[config.mk]
export PLATFORM = sky130hd
export DESIGN_NAME = iso_tx_packer
export DESIGN_NICKNAME = d
export VERILOG_FILES = /design/src/rtl/iso_tx_packer_pkg.sv /design/src/rtl/itp_ctl_regs.sv /design/src/rtl/itp_sizer.sv /design/src/rtl/itp_emitter.sv /design/src/rtl/iso_tx_packer.sv
export SDC_FILE = /design/constraint.sdc
export NUM_CORES = 1
export LEC_CHECK = 0
export ABC_CLOCK_PERIOD_IN_PS = 6700
export BUFFER_PORTS_ARGS = -buffer_cell sky130_fd_sc_hd__buf_2
export CAP_MARGIN = 10
export CORE_MARGIN = 3
export CORE_UTILIZATION = 51
export CTS_BUF_LIST = sky130_fd_sc_hd__clkbuf_2
export DETAILED_ROUTE_END_ITERATION = 6
export PLACE_DENSITY = 0.85
export SKIP_LAST_GASP = 1
export SYNTH_ARGS = -nofsm -noshare
export SYNTH_HDL_FRONTEND = slang
export SYNTH_HIERARCHICAL = 1
export SYNTH_SLANG_ARGS = --single-unit
[constraint.sdc]
create_clock -name clk -period 6.7 [get_ports clk]
set_input_delay 1.34 -clock clk [delete_from_list [all_inputs] [get_ports clk]]
set_output_delay 1.34 -clock clk [all_outputs]
set_load 0.03 [all_outputs]
[src/rtl/iso_tx_packer_pkg.sv]
package iso_tx_packer_pkg;

  typedef enum logic [1:0] {
    PK_VAR   = 2'b00,
    PK_FIXED = 2'b01,
    PK_MPEG  = 2'b10,
    PK_HDR   = 2'b11
  } pk_mode_e;

  typedef enum logic {
    EM_IDLE = 1'b0,
    EM_DATA = 1'b1
  } em_state_e;

  function automatic logic [31:0] hdr_pack(input logic [7:0] nblk,
                                           input logic [7:0] bq,
                                           input logic [1:0] mode,
                                           input logic       ts);
    return {nblk, bq, mode, ts, 13'd0};
  endfunction

endpackage

[src/rtl/itp_ctl_regs.sv]
module itp_ctl_regs (
  input  logic       clk,
  input  logic       rst,
  input  logic       wr_en,
  input  logic       wr_soft_rst,
  input  logic       wr_enable,
  input  logic [1:0] wr_mode,
  input  logic [7:0] wr_maxbl,
  input  logic       wr_ts_ext,
  output logic       tx_rst,
  output logic       tx_en,
  output logic [1:0] mode,
  output logic [7:0] maxbl,
  output logic       ts_ext,
  output logic       err
);
  import iso_tx_packer_pkg::*;

  logic live_mb;
  logic lock_hit;

  assign live_mb  = (mode == PK_MPEG);
  assign lock_hit = (wr_mode != mode) || (wr_ts_ext != ts_ext) ||
                    (!live_mb && (wr_maxbl != maxbl));

  always_ff @(posedge clk) begin
    if (rst) begin
      tx_rst <= 1'b1;
      tx_en  <= 1'b0;
      mode   <= PK_VAR;
      maxbl  <= '0;
      ts_ext <= 1'b0;
      err    <= 1'b0;
    end else if (wr_en) begin
      tx_rst <= wr_soft_rst;
      tx_en  <= wr_enable;
      if (!tx_en) begin
        mode   <= wr_mode;
        maxbl  <= wr_maxbl;
        ts_ext <= wr_ts_ext;
      end else begin
        if (live_mb) maxbl <= wr_maxbl;
        if (lock_hit) err <= 1'b1;
      end
    end
  end

  p_err_sticky_r11: assert property (@(posedge clk) disable iff (rst)
    err |=> err);
  p_mode_locked_r11: assert property (@(posedge clk) disable iff (rst)
    tx_en |=> ($stable(mode) && $stable(ts_ext)));
  p_maxbl_locked_r11: assert property (@(posedge clk) disable iff (rst)
    (tx_en && mode != PK_MPEG) |=> $stable(maxbl));
  p_maxbl_live_r12: assert property (@(posedge clk) disable iff (rst)
    (wr_en && tx_en && mode == PK_MPEG) |=> (maxbl == $past(wr_maxbl)));

endmodule

[src/rtl/itp_sizer.sv]
module itp_sizer #(
  parameter int LVL_W    = 12,
  parameter int BLK_LOG2 = 1,
  localparam int LEN_W   = 8 + BLK_LOG2 + 2
) (
  input  logic             clk,
  input  logic             rst,
  input  logic [1:0]       mode,
  input  logic [7:0]       maxbl,
  input  logic             ts_ext,
  input  logic [LVL_W-1:0] level,
  output logic [7:0]       nblk,
  output logic             ts_on,
  output logic [LEN_W-1:0] pkt_len,
  output logic [31:0]      hdr
);
  import iso_tx_packer_pkg::*;

  localparam int CW       = ((LVL_W > 8) ? LVL_W : 8) + 1;
  localparam logic [7:0] BQ8 = 8'(1 << BLK_LOG2);

  logic [LVL_W-1:0] lvl_dat;
  logic [LVL_W-1:0] avail;
  logic [CW-1:0]    av_w;
  logic [CW-1:0]    mb_w;
  logic             enough;

  always_comb begin
    if (!ts_ext)           lvl_dat = level;
    else if (level != '0)  lvl_dat = level - LVL_W'(1);
    else                   lvl_dat = '0;
    avail  = lvl_dat >> BLK_LOG2;
    av_w   = CW'(avail);
    mb_w   = CW'(maxbl);
    enough = (av_w >= mb_w);
    case (pk_mode_e'(mode))
      PK_HDR:   nblk = '0;
      PK_FIXED: nblk = enough ? maxbl : 8'd0;
      default:  nblk = enough ? maxbl : av_w[7:0];
    endcase
    ts_on   = ts_ext && (nblk != '0);
    pkt_len = LEN_W'(1) + LEN_W'(ts_on) + (LEN_W'(nblk) << BLK_LOG2);
    hdr     = hdr_pack(nblk, BQ8, mode, ts_on);
  end

  p_fit_r6: assert property (@(posedge clk) disable iff (rst)
    (int'(nblk) * (1 << BLK_LOG2) + int'(ts_on)) <= int'(level));
  p_cap_r3: assert property (@(posedge clk) disable iff (rst)
    nblk <= maxbl);

endmodule

[src/rtl/itp_emitter.sv]
module itp_emitter #(
  parameter int LVL_W    = 12,
  parameter int BLK_LOG2 = 1,
  localparam int LEN_W   = 8 + BLK_LOG2 + 2
) (
  input  logic             clk,
  input  logic             rst,
  input  logic             tx_rst,
  input  logic             tx_en,
  input  logic             cyc_start,
  input  logic [LEN_W-1:0] pkt_len,
  input  logic [31:0]      hdr,
  input  logic [LVL_W-1:0] fifo_level,
  input  logic [31:0]      fifo_data,
  output logic             fifo_rd,
  output logic             pkt_valid,
  output logic             pkt_sop,
  output logic             pkt_eop,
  output logic [31:0]      pkt_data
);
  import iso_tx_packer_pkg::*;

  em_state_e        state;
  logic [LEN_W-1:0] rem;

  assign fifo_rd = (state == EM_DATA) && !tx_rst;

  always_ff @(posedge clk) begin
    if (rst) begin
      state     <= EM_IDLE;
      rem       <= '0;
      pkt_valid <= 1'b0;
      pkt_sop   <= 1'b0;
      pkt_eop   <= 1'b0;
      pkt_data  <= '0;
    end else if (tx_rst) begin
      state     <= EM_IDLE;
      rem       <= '0;
      pkt_valid <= 1'b0;
      pkt_sop   <= 1'b0;
      pkt_eop   <= 1'b0;
    end else begin
      case (state)
        EM_IDLE: begin
          if (tx_en && cyc_start) begin
            pkt_valid <= 1'b1;
            pkt_sop   <= 1'b1;
            pkt_eop   <= (pkt_len == LEN_W'(1));
            pkt_data  <= hdr;
            rem       <= pkt_len - LEN_W'(1);
            state     <= (pkt_len == LEN_W'(1)) ? EM_IDLE : EM_DATA;
          end else begin
            pkt_valid <= 1'b0;
            pkt_sop   <= 1'b0;
            pkt_eop   <= 1'b0;
          end
        end
        default: begin
          pkt_valid <= 1'b1;
          pkt_sop   <= 1'b0;
          pkt_data  <= fifo_data;
          pkt_eop   <= (rem == LEN_W'(1));
          rem       <= rem - LEN_W'(1);
          if (rem == LEN_W'(1)) state <= EM_IDLE;
        end
      endcase
    end
  end

  p_sop_after_start_r2: assert property (@(posedge clk) disable iff (rst)
    pkt_sop |-> $past(cyc_start));
  p_rd_nonempty_r7: assert property (@(posedge clk) disable iff (rst)
    fifo_rd |-> (fifo_level != '0));
  p_no_start_off_r9: assert property (@(posedge clk) disable iff (rst)
    (!tx_en && state == EM_IDLE) |=> !pkt_sop);
  p_start_busy_r8: assert property (@(posedge clk) disable iff (rst)
    (state == EM_DATA && !tx_rst) |=> !pkt_sop);

endmodule

[src/rtl/iso_tx_packer.sv]
module iso_tx_packer #(
  parameter int LVL_W    = 12,
  parameter int BLK_LOG2 = 1
) (
  input  logic             clk,
  input  logic             rst,
  input  logic             cyc_start,
  input  logic             cfg_we,
  input  logic             cfg_soft_rst,
  input  logic             cfg_enable,
  input  logic [1:0]       cfg_mode,
  input  logic [7:0]       cfg_maxbl,
  input  logic             cfg_ts_ext,
  output logic             cfg_err,
  input  logic [LVL_W-1:0] fifo_level,
  input  logic [31:0]      fifo_data,
  output logic             fifo_rd,
  output logic             fifo_flush,
  output logic             pkt_valid,
  output logic             pkt_sop,
  output logic             pkt_eop,
  output logic [31:0]      pkt_data
);
  localparam int LEN_W = 8 + BLK_LOG2 + 2;

  logic             tx_rst, tx_en, ts_ext, ts_on;
  logic [1:0]       mode;
  logic [7:0]       maxbl, nblk;
  logic [LEN_W-1:0] pkt_len;
  logic [31:0]      hdr;

  itp_ctl_regs u_regs (
    .clk(clk), .rst(rst), .wr_en(cfg_we), .wr_soft_rst(cfg_soft_rst),
    .wr_enable(cfg_enable), .wr_mode(cfg_mode), .wr_maxbl(cfg_maxbl),
    .wr_ts_ext(cfg_ts_ext), .tx_rst(tx_rst), .tx_en(tx_en), .mode(mode),
    .maxbl(maxbl), .ts_ext(ts_ext), .err(cfg_err)
  );

  itp_sizer #(.LVL_W(LVL_W), .BLK_LOG2(BLK_LOG2)) u_sizer (
    .clk(clk), .rst(rst), .mode(mode), .maxbl(maxbl), .ts_ext(ts_ext),
    .level(fifo_level), .nblk(nblk), .ts_on(ts_on), .pkt_len(pkt_len),
    .hdr(hdr)
  );

  itp_emitter #(.LVL_W(LVL_W), .BLK_LOG2(BLK_LOG2)) u_emit (
    .clk(clk), .rst(rst), .tx_rst(tx_rst), .tx_en(tx_en),
    .cyc_start(cyc_start), .pkt_len(pkt_len), .hdr(hdr),
    .fifo_level(fifo_level), .fifo_data(fifo_data), .fifo_rd(fifo_rd),
    .pkt_valid(pkt_valid), .pkt_sop(pkt_sop), .pkt_eop(pkt_eop),
    .pkt_data(pkt_data)
  );

  assign fifo_flush = tx_rst;

  p_sop_valid_r2: assert property (@(posedge clk) disable iff (rst)
    pkt_sop |-> pkt_valid);
  p_eop_valid_r2: assert property (@(posedge clk) disable iff (rst)
    pkt_eop |-> pkt_valid);
  p_flush_quiet_r10: assert property (@(posedge clk) disable iff (rst)
    fifo_flush |=> !pkt_valid);
  p_hdr_only_r5: assert property (@(posedge clk) disable iff (rst)
    (pkt_sop && pkt_data[15:14] == 2'b11) |-> (pkt_eop && pkt_data[31:24] == 8'd0));

endmodule

==> out/metrics.csv, run 1 <==
metric;value;unit
Via-to-Cell Ratio;5.680;
final cell count without fillers;719;
nature of the critical path startpoint;primary input;
cell count of the worst hold path;2;
Max Slew Vio Count;0;
# hold bufs at CTS;0;
max cap viols;0;
Slew HR;39.92;%
family with the most delay on the worst path;simple AND/OR/NAND/NOR gates;
Root Driver;clkbuf_2;
num ports;99;
H-tree depth;3;
Final GP Congestion;1.010;
total number of vias;4084;
Post-Syn Area;4198;µm²
Routed WL;11000;µm
Layout area overhead;19.25;%
Ys Warns;6;
combinational share of power;24.8;%
clk buf depth;2;
dpl cells;703;
CP Capture Type;flop;
pin count of the biggest net entering global routing;55;
initial DRC count;254;
core area;7848;µm²
Port Buf Inserts;98;
share of layout cells above drive strength 1;28.36;%
crit share post-route;98.18;%
cell-by-cell trace of the critical path;buf_2, or4_1, or3_1, a21oi_1, ha_1, and3_1, a221oi_1, o21ai_1, buf_4, o21ai_0, o32ai_1, or3_1, o41a_1, ha_1, o221ai_1, nand4b_1, xnor2_1, or4_1, nor4_1, mux2i_1, nor3_1;
Post-Syn Area per Cell;8.498;µm²
initial antenna violation count;0;
drt first pass iters;5;
unrepaired setup endpoints after global routing;false;
nets;688;
status;finished clean;
Die X;96.73;µm
FF/Latch Area;1222;µm²
slowest CP cell;or4_1;
Clk Latency, worst-skew pair;0.48;ns
Sw Pwr;260.4;µW
Antenna Cells;0;
Fin. Hold Viols;0;
Internal Pwr Total;545.6;µW
filler instances;688;
TritonCTS buffer count;9;
CTS tree;yes;
Clk pwr share;27.4;%
worst r2r path cells;23;
Row Count;32;
kind of critical path;primary input to flop;
critical path's largest stage delay;0.64;ns
Seq pwr share;47.8;%
DRC Markers;0;
die area;9356;µm²
HPWL Detailed;8471;µm
Worst Max-Slew Pin Slew;0.9012;ns
CP required;7.12;ns
Hold Path Class;flop to flop;
multi-input logic area;2675;µm²
Reg clk slew, reported paths;0.18;ns
GRT Total Usage;22.84;%
GRT Residual Overflow;0;
switch share;32.31;%
post-layout min period;6.578;ns
Crit path buffers/inverters;2;
crit path max fanout;5;
CTS Sinks;61;
WHS;0.5069;ns
Power Density;161.0;nW/µm²
Setup-failing EPs final;0;
Levels on crit path;21;
Die H;96.73;µm
post-detailed-route wirelength per cell;15.30;µm
initial core utilization;53.49;%
Final ANT Viol Nets;0;
vias in the first global route;3937;
maximum clock rate;152.0;MHz
first-pass GRT wire length;18020;µm
Worst EP arrival;7.00;ns
Peak VDD IR;150.6;µV
Clock Skew;0.01935;ns
Cells after Synth;494;
P_leak;2.080;nW
## per-layer routing
metal	GRT usage (%)	up-vias	share of wire [%]
met5	0	-	0
met3	6.200	19	6.8
met4	8.099	0	2.0
li1	-	2002	-
met2	39.60	163	49
met1	27.01	1900	42
## worst paths after layout
check | slack (ns) | endpoint | from
setup / recovery | 0.12 | u_emit/pkt_eop | fifo_level[6]
hold / removal | 0.51 | u_emit/pkt_data[25] | u_emit/pkt_data[25]
setup reg to reg | 0.81 | u_emit/pkt_eop | u_regs/ts_ext
hold reg to reg | 0.51 | u_emit/pkt_data[25] | u_emit/pkt_data[25]
## cells in the final DEF, fill, tap and decap left out, types with 3 or more instances in the layout
cell	n
nor4_1	10
xor2_1	6
o22ai_1	4
or3_1	6
or4_1	6
a21oi_1	14
a21o_1	4
a211o_1	3
or2_2	6
o211ai_1	5
clkbuf_2	9
nor2_1	60
clkinvlp_4	3
and3_1	5
buf_2	98
nand2_1	14
nand2b_1	10
dfxtp_1	60
a211oi_1	39
nor2b_1	3
mux2i_1	45
inv_1	23
xnor2_1	24
nand4b_1	3
o41ai_1	3
o31ai_1	4
ha_1	15
a31oi_1	5
conb_1	22
nor3_1	9
buf_4	39
o21ai_0	8
## layout make-up
cell class / count / area share, %
clock buffers: 9 / 0.8998
clock inverters: 7 / 1.325
inverters: 23 / 1.725
multi-input cells: 380 / 53.44
flip-flops and latches: 61 / 24.42
well taps: 102 / 2.549
repair buffers: 137 / 15.65
## per-stage QoR
stage	setup TNS, ns	util, %	area (µm²)	worst slack, ns	power (mW)
after detailed placement	-0.6394	62.31	4890	-0.1985	0.5878
after floorplan	0	-	4279	0.01512	0.5212
final	0	63.79	5006	0.1220	0.8060
after CTS	0	63.73	5001	0.3499	0.8101
after global placement	0	62.31	4890	0.01930	0.5794
after global routing	0	63.79	5006	0.02664	0.8516
## power by group through the flow
stage          Clock (mW)  Sequential, mW  Combinational, mW
5_1_grt             0.246           0.387              0.219
3_5_place_dp            0           0.393              0.195
6_report            0.221           0.385              0.200
2_1_floorplan           0           0.400              0.122
4_1_cts             0.229           0.385              0.196
3_3_place_gp            0           0.392              0.187
## what timing repair did
item / in CTS / in global routing
setup endpoints to repair: 0 / 1
buffers inserted: 0 / 0
gates resized for setup: 0 / 1
## tightest hold or removal path: stages (launching register included)
cell and delay [ns]:
dfxtp_1 0.34, nor2_1 0.09, a211oi_1 0.05
## sequential cells by signal (all words and copies together) (netlist names)
register          cells
u_emit/pkt_data      32
u_emit/rem           11
u_regs/maxbl          8
u_regs/mode           2
u_emit/pkt_eop        1
u_emit/pkt_sop        1
u_emit/pkt_valid      1
u_emit/state          1
u_regs/err            1
u_regs/ts_ext         1
u_regs/tx_en          1
u_regs/tx_rst         1
No activity file was read; power rests on OpenSTA's default activity.
==> run 2: changes to the inputs <==
- ABC_CLOCK_PERIOD_IN_PS: 6700 -> 6200
- CORE_UTILIZATION: 51 -> 56
- PLACE_DENSITY: 0.85 -> 0.89
- clock period: 6.7 -> 6.2 ns (I/O delays scaled with it)
==> run 2 against run 1 <==
Clock-buffer cell count stayed put. Design area grew 3.2%. Critical path depth unchanged. Total power rose by 9.1%. Hold slack improved by 0.0021 ns. Worst setup slack improved by 0.073 ns. Sequential power is 8.1% higher.
==> out/metrics.csv, run 2 (synthesized netlist as in run 1, its figures left out) <==
metric;value;unit
most common cell after layout, fill and taps aside;buf_2;
Antenna Cells;0;
Slew HR;41.62;%
# hold bufs at CTS;0;
switch share;32.09;%
Final GP Congestion;0.9609;
maximum clock rate;166.5;MHz
Power Density;170.3;nW/µm²
Seq pwr share;47.3;%
CTS Sinks;61;
Post-CTS Resized;0;
initial DRC count;329;
vias in the first global route;4022;
Die H;92.58;µm
TritonCTS buffer count;9;
first-pass GRT wire length;18880;µm
combinational share of power;26.6;%
post-layout min period;6.005;ns
P_leak;2.149;nW
initial core utilization;59.80;%
post-route cell area;5165;µm²
reg-to-reg slack, setup;0.75;ns
Worst EP arrival;6.43;ns
Routed WL;11570;µm
total number of vias;4177;
clk buf depth;2;
Port Buf Inserts;98;
H-tree depth;3;
nature of the critical path startpoint;primary input;
status;finished clean;
Clk Latency, worst-skew pair;0.48;ns
Fin. Hold Viols;0;
Clk pwr share;26.1;%
top flop regs;u_emit/pkt_data x32, u_emit/rem x11, u_regs/maxbl x8;
Post-Place Cell Area;5059;µm²
Placement Setup Slack;-0.2725;ns
kind of critical path;primary input to flop;
Worst Max-Slew Pin Slew;0.8757;ns
CTS tree;yes;
drt first pass iters;6;
GRT Total Usage;27.33;%
GRT Residual Overflow;0;
Sw Pwr;282.2;µW
Root Driver;clkbuf_2;
Clock Skew;0.02144;ns
Critical Path Source;fifo_level[6];
CP required;6.63;ns
Row Count;30;
Internal Pwr Total;597.2;µW
Reg with most FFs;u_emit/pkt_data;
postcts setup bufs;0;
WHS;0.5090;ns
pin count of the biggest net entering global routing;65;
Peak VDD IR;140.3;µV
Max Slew Vio Count;0;
crit share post-route;96.86;%
nets;699;
num ports;99;
min-delay src;u_emit/pkt_data[24];
DRC Markers;0;
crit path max fanout;4;
max reg flops;32;
post-detailed-route wirelength per cell;16.01;µm
die area;8571;µm²
Die X;92.58;µm
Via-to-Cell Ratio;5.777;
max cap viols;0;
Setup-failing EPs final;0;
Hold Path Class;flop to flop;
initial antenna violation count;0;
HPWL Detailed;8988;µm
reg2reg start;u_regs/ts_ext;
commonest non-fill, non-tap cells in the layout;98 x buf_2, 60 x nor2_1, 60 x dfxtp_1, 50 x buf_4, 45 x mux2i_1;
Layout area overhead;23.04;%
core area;7019;µm²
final setup margin;0.1946;ns
Final ANT Viol Nets;0;
Reg clk slew, reported paths;0.16;ns
CP Capture Type;flop;
share of layout cells above drive strength 1;31.42;%
-- run 2: path summary, 6_finish.rpt --
path,to,cells past startpoint
max reg2reg,u_emit/rem[9],20
min,u_emit/pkt_data[24],2
max,u_emit/rem[9],21
min reg2reg,u_emit/pkt_data[24],2
-- run 2: per-layer routing --
layer	up-vias	part of all wire, %	global-route usage (%)
met5	-	0	0
met4	0	2.9	11.39
li1	2025	-	-
met1	1932	40	32.96
met2	186	50	47.37
met3	34	6.1	5.199
-- run 2: per-stage QoR --
stage	power [mW]	setup TNS (ns)	util, %	instances
final	0.8794	0	73.58	723
after global routing	0.9238	-0.004967	73.58	723
after CTS	0.8789	0	73.49	723
after detailed placement	0.6525	-1.364	72.07	708
after global placement	0.6419	-0.3031	72.07	708
after floorplan	0.5731	-0.01973	-	514
-- run 2: power by group through the flow --
stage	clock (mW)	sequential [mW]	combinational, mW
detailed placement	0	0.424	0.228
CTS	0.234	0.416	0.229
global placement	0	0.423	0.218
floorplan	0	0.432	0.141
finish	0.229	0.416	0.234
global route	0.251	0.418	0.255
-- run 2: critical path, stage by stage --
cell and delay [ns]:
buf_2 0.10, or4_4 0.58, nor4_4 0.33, buf_4 0.19
a211o_1 0.17, ha_1 0.25, nand2b_1 0.16, a31oi_1 0.28
o21ai_2 0.14, nor2_2 0.14, mux2_4 0.31, or3_1 0.37
o41a_1 0.35, ha_2 0.20, o221ai_2 0.06, nand4b_1 0.14
xnor2_1 0.09, or4_4 0.58, or4_1 0.43, a21oi_1 0.16
o31a_1 0.15
-- run 2: final cells by class --
type	count	area (µm²)
repair buffers	148	865.8
flip-flops and latches	61	1222
clock buffers	9	45.04
clock inverters	6	55.05
multi-input cells	380	2770
inverters	23	86.33
fillers	533	1854
well taps	96	120.1
